[src/rtl/hall_pkg.sv]
package hall_pkg;

   localparam int unsigned NUM_PHASES = 3;
   localparam int unsigned NUM_STEPS  = 2 * NUM_PHASES;
   localparam int unsigned STEP_W     = $clog2(NUM_STEPS);

   typedef enum logic [1:0] {
      SPC_60  = 2'b00,
      SPC_240 = 2'b01,
      SPC_120 = 2'b10,
      SPC_300 = 2'b11
   } spacing_e;

   typedef struct packed {
      logic              valid;
      logic [STEP_W-1:0] step;
   } step_t;

   typedef struct packed {
      logic [NUM_PHASES-1:0] hi;
      logic [NUM_PHASES-1:0] lo;
   } gate_t;

endpackage

[src/rtl/hall_sync.sv]
module hall_sync #(
   parameter int unsigned WIDTH  = 8,
   parameter int unsigned STAGES = 2
) (
   input  logic             clk_i,
   input  logic             rst_ni,
   input  logic [WIDTH-1:0] d_i,
   output logic [WIDTH-1:0] q_o
);

   generate
      if (STAGES < 2) begin : g_bad_stages
         $error("hall_sync: STAGES must be at least 2");
      end
      if (WIDTH < 1) begin : g_bad_width
         $error("hall_sync: WIDTH must be positive");
      end
   endgenerate

   logic [WIDTH-1:0] stage_q [STAGES];

   generate
      for (genvar s = 0; s < STAGES; s++) begin : g_stage
         always_ff @(posedge clk_i or negedge rst_ni) begin
            if (!rst_ni) begin
               stage_q[s] <= '0;
            end else if (s == 0) begin
               stage_q[s] <= d_i;
            end else begin
               stage_q[s] <= stage_q[(s == 0) ? 0 : s-1];
            end
         end
      end
   endgenerate

   assign q_o = stage_q[STAGES-1];

endmodule

[src/rtl/hall_step_decode.sv]
module hall_step_decode
   import hall_pkg::*;
(
   input  logic [NUM_PHASES-1:0] code_i,
   input  spacing_e              spacing_i,
   output step_t                 step_o
);

   logic                  mirror;
   logic                  wide_family;
   logic [NUM_PHASES-1:0] norm;

   assign mirror      = spacing_i[0];
   assign wide_family = spacing_i[0] ^ spacing_i[1];

   always_comb begin
      for (int b = 0; b < NUM_PHASES; b++) begin
         norm[b] = mirror ? code_i[NUM_PHASES-1-b] : code_i[b];
      end
   end

   always_comb begin
      step_o = '0;
      if (wide_family) begin
         unique case (norm)
            3'b001:  step_o = '{valid: 1'b1, step: 3'd0};
            3'b011:  step_o = '{valid: 1'b1, step: 3'd1};
            3'b010:  step_o = '{valid: 1'b1, step: 3'd2};
            3'b110:  step_o = '{valid: 1'b1, step: 3'd3};
            3'b100:  step_o = '{valid: 1'b1, step: 3'd4};
            3'b101:  step_o = '{valid: 1'b1, step: 3'd5};
            default: step_o = '0;
         endcase
      end else begin
         unique case (norm)
            3'b000:  step_o = '{valid: 1'b1, step: 3'd0};
            3'b001:  step_o = '{valid: 1'b1, step: 3'd1};
            3'b011:  step_o = '{valid: 1'b1, step: 3'd2};
            3'b111:  step_o = '{valid: 1'b1, step: 3'd3};
            3'b110:  step_o = '{valid: 1'b1, step: 3'd4};
            3'b100:  step_o = '{valid: 1'b1, step: 3'd5};
            default: step_o = '0;
         endcase
      end
   end

endmodule

[src/rtl/hall_gate_map.sv]
module hall_gate_map
   import hall_pkg::*;
(
   input  step_t step_i,
   input  logic  reverse_i,
   input  logic  enable_i,
   input  logic  brake_i,
   output gate_t gate_o
);

   localparam int unsigned HALF = NUM_STEPS / 2;

   logic [STEP_W-1:0] eff_step;
   logic [STEP_W-1:0] hi_idx;
   logic [STEP_W-1:0] lo_sum;
   logic [STEP_W-1:0] lo_idx;
   logic              drive;

   always_comb begin
      if (!reverse_i) begin
         eff_step = step_i.step;
      end else if (step_i.step >= STEP_W'(HALF)) begin
         eff_step = step_i.step - STEP_W'(HALF);
      end else begin
         eff_step = step_i.step + STEP_W'(HALF);
      end
      hi_idx = eff_step >> 1;
      lo_sum = hi_idx + STEP_W'(1) + STEP_W'(eff_step[0]);
      lo_idx = (lo_sum >= STEP_W'(NUM_PHASES)) ? lo_sum - STEP_W'(NUM_PHASES) : lo_sum;
   end

   assign drive = enable_i && step_i.valid;

   generate
      for (genvar p = 0; p < NUM_PHASES; p++) begin : g_phase
         always_comb begin
            if (brake_i) begin
               gate_o.hi[p] = 1'b0;
               gate_o.lo[p] = 1'b1;
            end else begin
               gate_o.hi[p] = drive && (hi_idx == STEP_W'(p));
               gate_o.lo[p] = drive && (lo_idx == STEP_W'(p));
            end
         end
      end
   endgenerate

endmodule

[src/rtl/hall_commutator.sv]
module hall_commutator
   import hall_pkg::*;
#(
   parameter int unsigned SYNC_STAGES = 2
) (
   input  logic       clk_i,
   input  logic       rst_ni,
   input  logic [2:0] hall_i,
   input  logic [1:0] spacing_i,
   input  logic       dir_i,
   input  logic       enable_i,
   input  logic       brake_i,
   output logic [2:0] hi_o,
   output logic [2:0] lo_o
);

   localparam int unsigned BUS_W = NUM_PHASES + 2 + 3;

   generate
      if (NUM_PHASES != 3) begin : g_bad_phases
         $error("hall_commutator: only three phases are supported");
      end
   endgenerate

   logic [BUS_W-1:0]      raw_bus;
   logic [BUS_W-1:0]      sync_bus;
   logic [NUM_PHASES-1:0] code_s;
   logic [1:0]            sel_s;
   logic                  dir_s;
   logic                  en_s;
   logic                  brk_s;
   step_t                 step;
   gate_t                 gate_d;
   gate_t                 gate_q;

   assign raw_bus = {brake_i, enable_i, dir_i, spacing_i, hall_i};

   hall_sync #(
      .WIDTH  (BUS_W),
      .STAGES (SYNC_STAGES)
   ) u_sync (
      .clk_i  (clk_i),
      .rst_ni (rst_ni),
      .d_i    (raw_bus),
      .q_o    (sync_bus)
   );

   assign {brk_s, en_s, dir_s, sel_s, code_s} = sync_bus;

   hall_step_decode u_decode (
      .code_i    (code_s),
      .spacing_i (spacing_e'(sel_s)),
      .step_o    (step)
   );

   hall_gate_map u_map (
      .step_i    (step),
      .reverse_i (dir_s),
      .enable_i  (en_s),
      .brake_i   (brk_s),
      .gate_o    (gate_d)
   );

   always_ff @(posedge clk_i or negedge rst_ni) begin
      if (!rst_ni) begin
         gate_q <= '0;
      end else begin
         gate_q <= gate_d;
      end
   end

   assign hi_o = gate_q.hi;
   assign lo_o = gate_q.lo;

endmodule

[config.mk]
export PLATFORM = sky130hd
export DESIGN_NAME = hall_commutator
export DESIGN_NICKNAME = d
export VERILOG_FILES = /design/src/rtl/hall_pkg.sv /design/src/rtl/hall_sync.sv /design/src/rtl/hall_step_decode.sv /design/src/rtl/hall_gate_map.sv /design/src/rtl/hall_commutator.sv
export SDC_FILE = /design/constraint.sdc
export NUM_CORES = 1
export LEC_CHECK = 0
export CAP_MARGIN = 5
export CORE_MARGIN = 2
export CORE_UTILIZATION = 40
export DETAILED_ROUTE_END_ITERATION = 10
export PLACE_DENSITY = 0.6
export SYNTH_ARGS = -nofsm -noshare
export SYNTH_HDL_FRONTEND = slang
export SYNTH_SLANG_ARGS = --single-unit
[constraint.sdc]
create_clock -name clk_i -period 4.2 [get_ports clk_i]
set_clock_uncertainty 0.05 [all_clocks]
set_input_delay 0.42 -clock clk_i [delete_from_list [all_inputs] [get_ports clk_i]]
set_output_delay 0.42 -clock clk_i [all_outputs]
set_load 0.01 [all_outputs]
==> impl_metrics.py <==
metrics = {
    "outcome": {
        "status": "completed",
    },
    "timing": {
        "worst_pin_slew_ps": 911,
        "fin_hold_ws_ps": 308,
        "fin_crit_ps": 3920,
        "finalWorstSetupSlack_ps": 276,
        "rsz0062_at_grt": "no",
        "slew_viol_final": 0,
        "setup_tns_ps": 0,
        "max_freq_mhz": 255,
        "finalHoldViolations": 0,
        "period_share_pct": 93.4,
        "relSlewSlack_pct": 39.1,
        "setup_viol": 0,
    },
    "synth": {
        "synth_edf_count": 0,
        "yosys-top-cells-area": "dfrtp_1 (53%), ha_1 (7.2%), nand2b_1 (3.0%), xor2_1 (2.5%), xnor3_2 (2.3%)",
        "synth.ff_latch_count": 22,
        "synth.area.mux_share_pct": 1.08,
        "synth_area_per_cell_um2": 12.4,
        "syn_area_um2": 1040,
        "synth_xor_area_share_pct": 6.47,
        "ys_types": 35,
        "syn_nets": 101,
        "synth_top_family_by_area": "simple AND/OR/NAND/NOR gates",
        "yosysTopAreaCell": "dfrtp_1",
        "synthFlopType": "dfrtp_1",
        "syn_inst": 84,
        "synthSimpleGateAreaFrac_pct": 13.4,
        "yosysMostFrequentCell": "dfrtp_1",
        "synth_top_area_share_pct": 52.7,
        "ys_warn_count": 0,
        "synth_compound_gate_area_share_pct": 12.6,
        "yosys-top-cells-count": "dfrtp_1 (22), ha_1 (6), inv_1 (6)",
        "synthAdderAreaFrac_pct": 9.10,
        "yosysSeqAreaShare_pct": 52.7,
        "async_flop_share_pct": 100,
    },
    "grt": {
        "grt_pass1_wl_um": 2300,
        "first_global_vias": 560,
        "grt_max_degree": 23,
        "antenna_found_initial": 0,
        "grtUsageTotal_pct": 11.1,
        "overflow": 0,
    },
    "floorplan": {
        "die_x_um": 55.1,
        "rows": 18,
        "initial_utilization_pct": 42.2,
        "io_pins": 16,
        "dieArea_um2": 3040,
        "fp.coreArea_um2": 2480,
        "die_h_um": 55.1,
    },
    "finish": {
        "multi_input_area_um2": 445,
        "layout.cells.non_filler": 131,
        "antenna-diode-count": 0,
        "seq_area_um2": 552,
        "nFillCells": 227,
        "drive_gt1_share_pct": 12.9,
        "area_delta_synth_final_pct": 19.4,
        "fin_nets": 119,
    },
    "route": {
        "vias": 638,
        "viasPerCell": 4.87,
        "first_pass_iters": 5,
        "drt_iter0_drc": 4,
        "wire_per_inst_um": 10.6,
        "drt-total-wl_um": 1380,
        "ant_nets": 0,
        "drc": 0,
    },
    "worst_setup_path": {
        "cp-end-kind": "flip-flop",
        "required_ps": 4400,
        "cp-start-kind": "flip-flop",
        "crit_family": "adder cells",
        "crit_type": "reg -> reg",
        "cpPeakStageDelay_ps": 480,
        "worstPathArrival_ps": 4120,
        "worst-path-buf-inv": 2,
        "crit_top_cell": "ha_1",
        "cpMaxStageDelayCell": "fa_1",
        "crit_chain": "xnor3_2 > nand2_1 > o21ai_0 > ha_1 > ha_1 > o311a_1 > a211oi_4 > inv_2 > ha_1 > inv_1 > fa_1 > o31ai_1 > nand3_1 > nand2b_1 > nand2b_1",
        "worstPathMaxFanout": 7,
    },
    "placed_design": {
        "portBuffers": 15,
        "dp_hpwl_um": 1080,
        "place_ws_ps": 238,
        "dp_cells": 127,
        "gp_congestion": 0.642,
    },
    "clock_network": {
        "cts_made_buffers": 3,
        "hold_buffers": 0,
        "cts_sinks": 22,
        "htree_levels": 1,
        "cts_tree": "yes",
        "post_cts_buffers": 0,
        "worstSkewPairLatency_ps": 290,
        "clk_path_buf_depth": 2,
        "clk_pin_slew_ps": 110,
        "root_buffer": "clkbuf_4",
    },
    "power": {
        "powerDensity_nw_per_um2": 383,
        "p_leak_nw": 0.542,
        "ir_worst_vdd_v": 0.000265,
    },
    "min_path": {
        "min_path_type": "reg -> reg",
    },
    "job": {
        "max_cap_viol_count": 0,
    },
}
==> layer usage <==
layer	routed length, um	GRT usage, %
met5	0	0
met1	659	15.2
met3	57	1.61
met2	634	15.7
met4	33	8.54
==> layout by cell type (no fill, tap or decap), types with 3 or more instances in the layout <==
cell              n
ha_1              6
clkdlybuf4s50_1  15
inv_1             6
dfrtp_1          21
clkbuf_4          3
nand2_1           5
nand2b_1          5
xor2_1            3
==> state kept, by name, indices dropped and copies added (netlist names) <==
register and count:
lo_o 3, u_sync.stage_q 8, u_sync.q_o 8, hi_o 3
==> cell type report <==
class / count / area share (%)
Sequential cell: 22 / 44.2
Multi-Input combinational cell: 53 / 35.7
Timing Repair Buffer: 15 / 12.0
Tap cell: 30 / 3.01
Clock buffer: 4 / 2.91
Inverter: 7 / 2.11
==> power by group <==
part	switching [mW]	internal (mW)
sequential	0.00881	0.226
combinational	0.0666	0.0671
clock	0.0572	0.0528
==> per-stage QoR <==
step	util, %	power, mW	area [um^2]
global placement	48.8	0.368	1210
finish	50.4	0.478	1250
global route	50.4	0.510	1250
detailed placement	48.8	0.372	1210
floorplan	-	0.333	1040
CTS	50.3	0.484	1250
==> kinds of logic after synthesis <==
kind of cell	Yosys count
DFF	22
buffers and inverters	9
AOI/OAI and AO/OA	16
adders and majority gates	7
muxes	1
and+or+nand+nor	23
xor gates and xnor gates	6
==> final timing paths <==
kind,end,cells past startpoint,startpoint,slack [ps]
max in group asynchronous,u_sync.q_o[4]$_DFF_PN0_,1,rst_ni,2910
max,lo_o[0]$_DFF_PN0_,15,u_sync.q_o[4]$_DFF_PN0_,280
min in group asynchronous,u_sync.q_o[6]$_DFF_PN0_,1,rst_ni,570
max reg2reg,lo_o[0]$_DFF_PN0_,15,u_sync.q_o[4]$_DFF_PN0_,280
min reg2reg,u_sync.q_o[4]$_DFF_PN0_,0,u_sync.stage_q[12]$_DFF_PN0_,310
min,u_sync.q_o[4]$_DFF_PN0_,0,u_sync.stage_q[12]$_DFF_PN0_,310
==> what timing repair did <==
action                                  4_1_cts  5_1_grt
gates resized for setup                       0        1
endpoints found under the setup margin        0        2
endpoints found under the hold margin         0        0
Power figures use the tool's default switching activity.
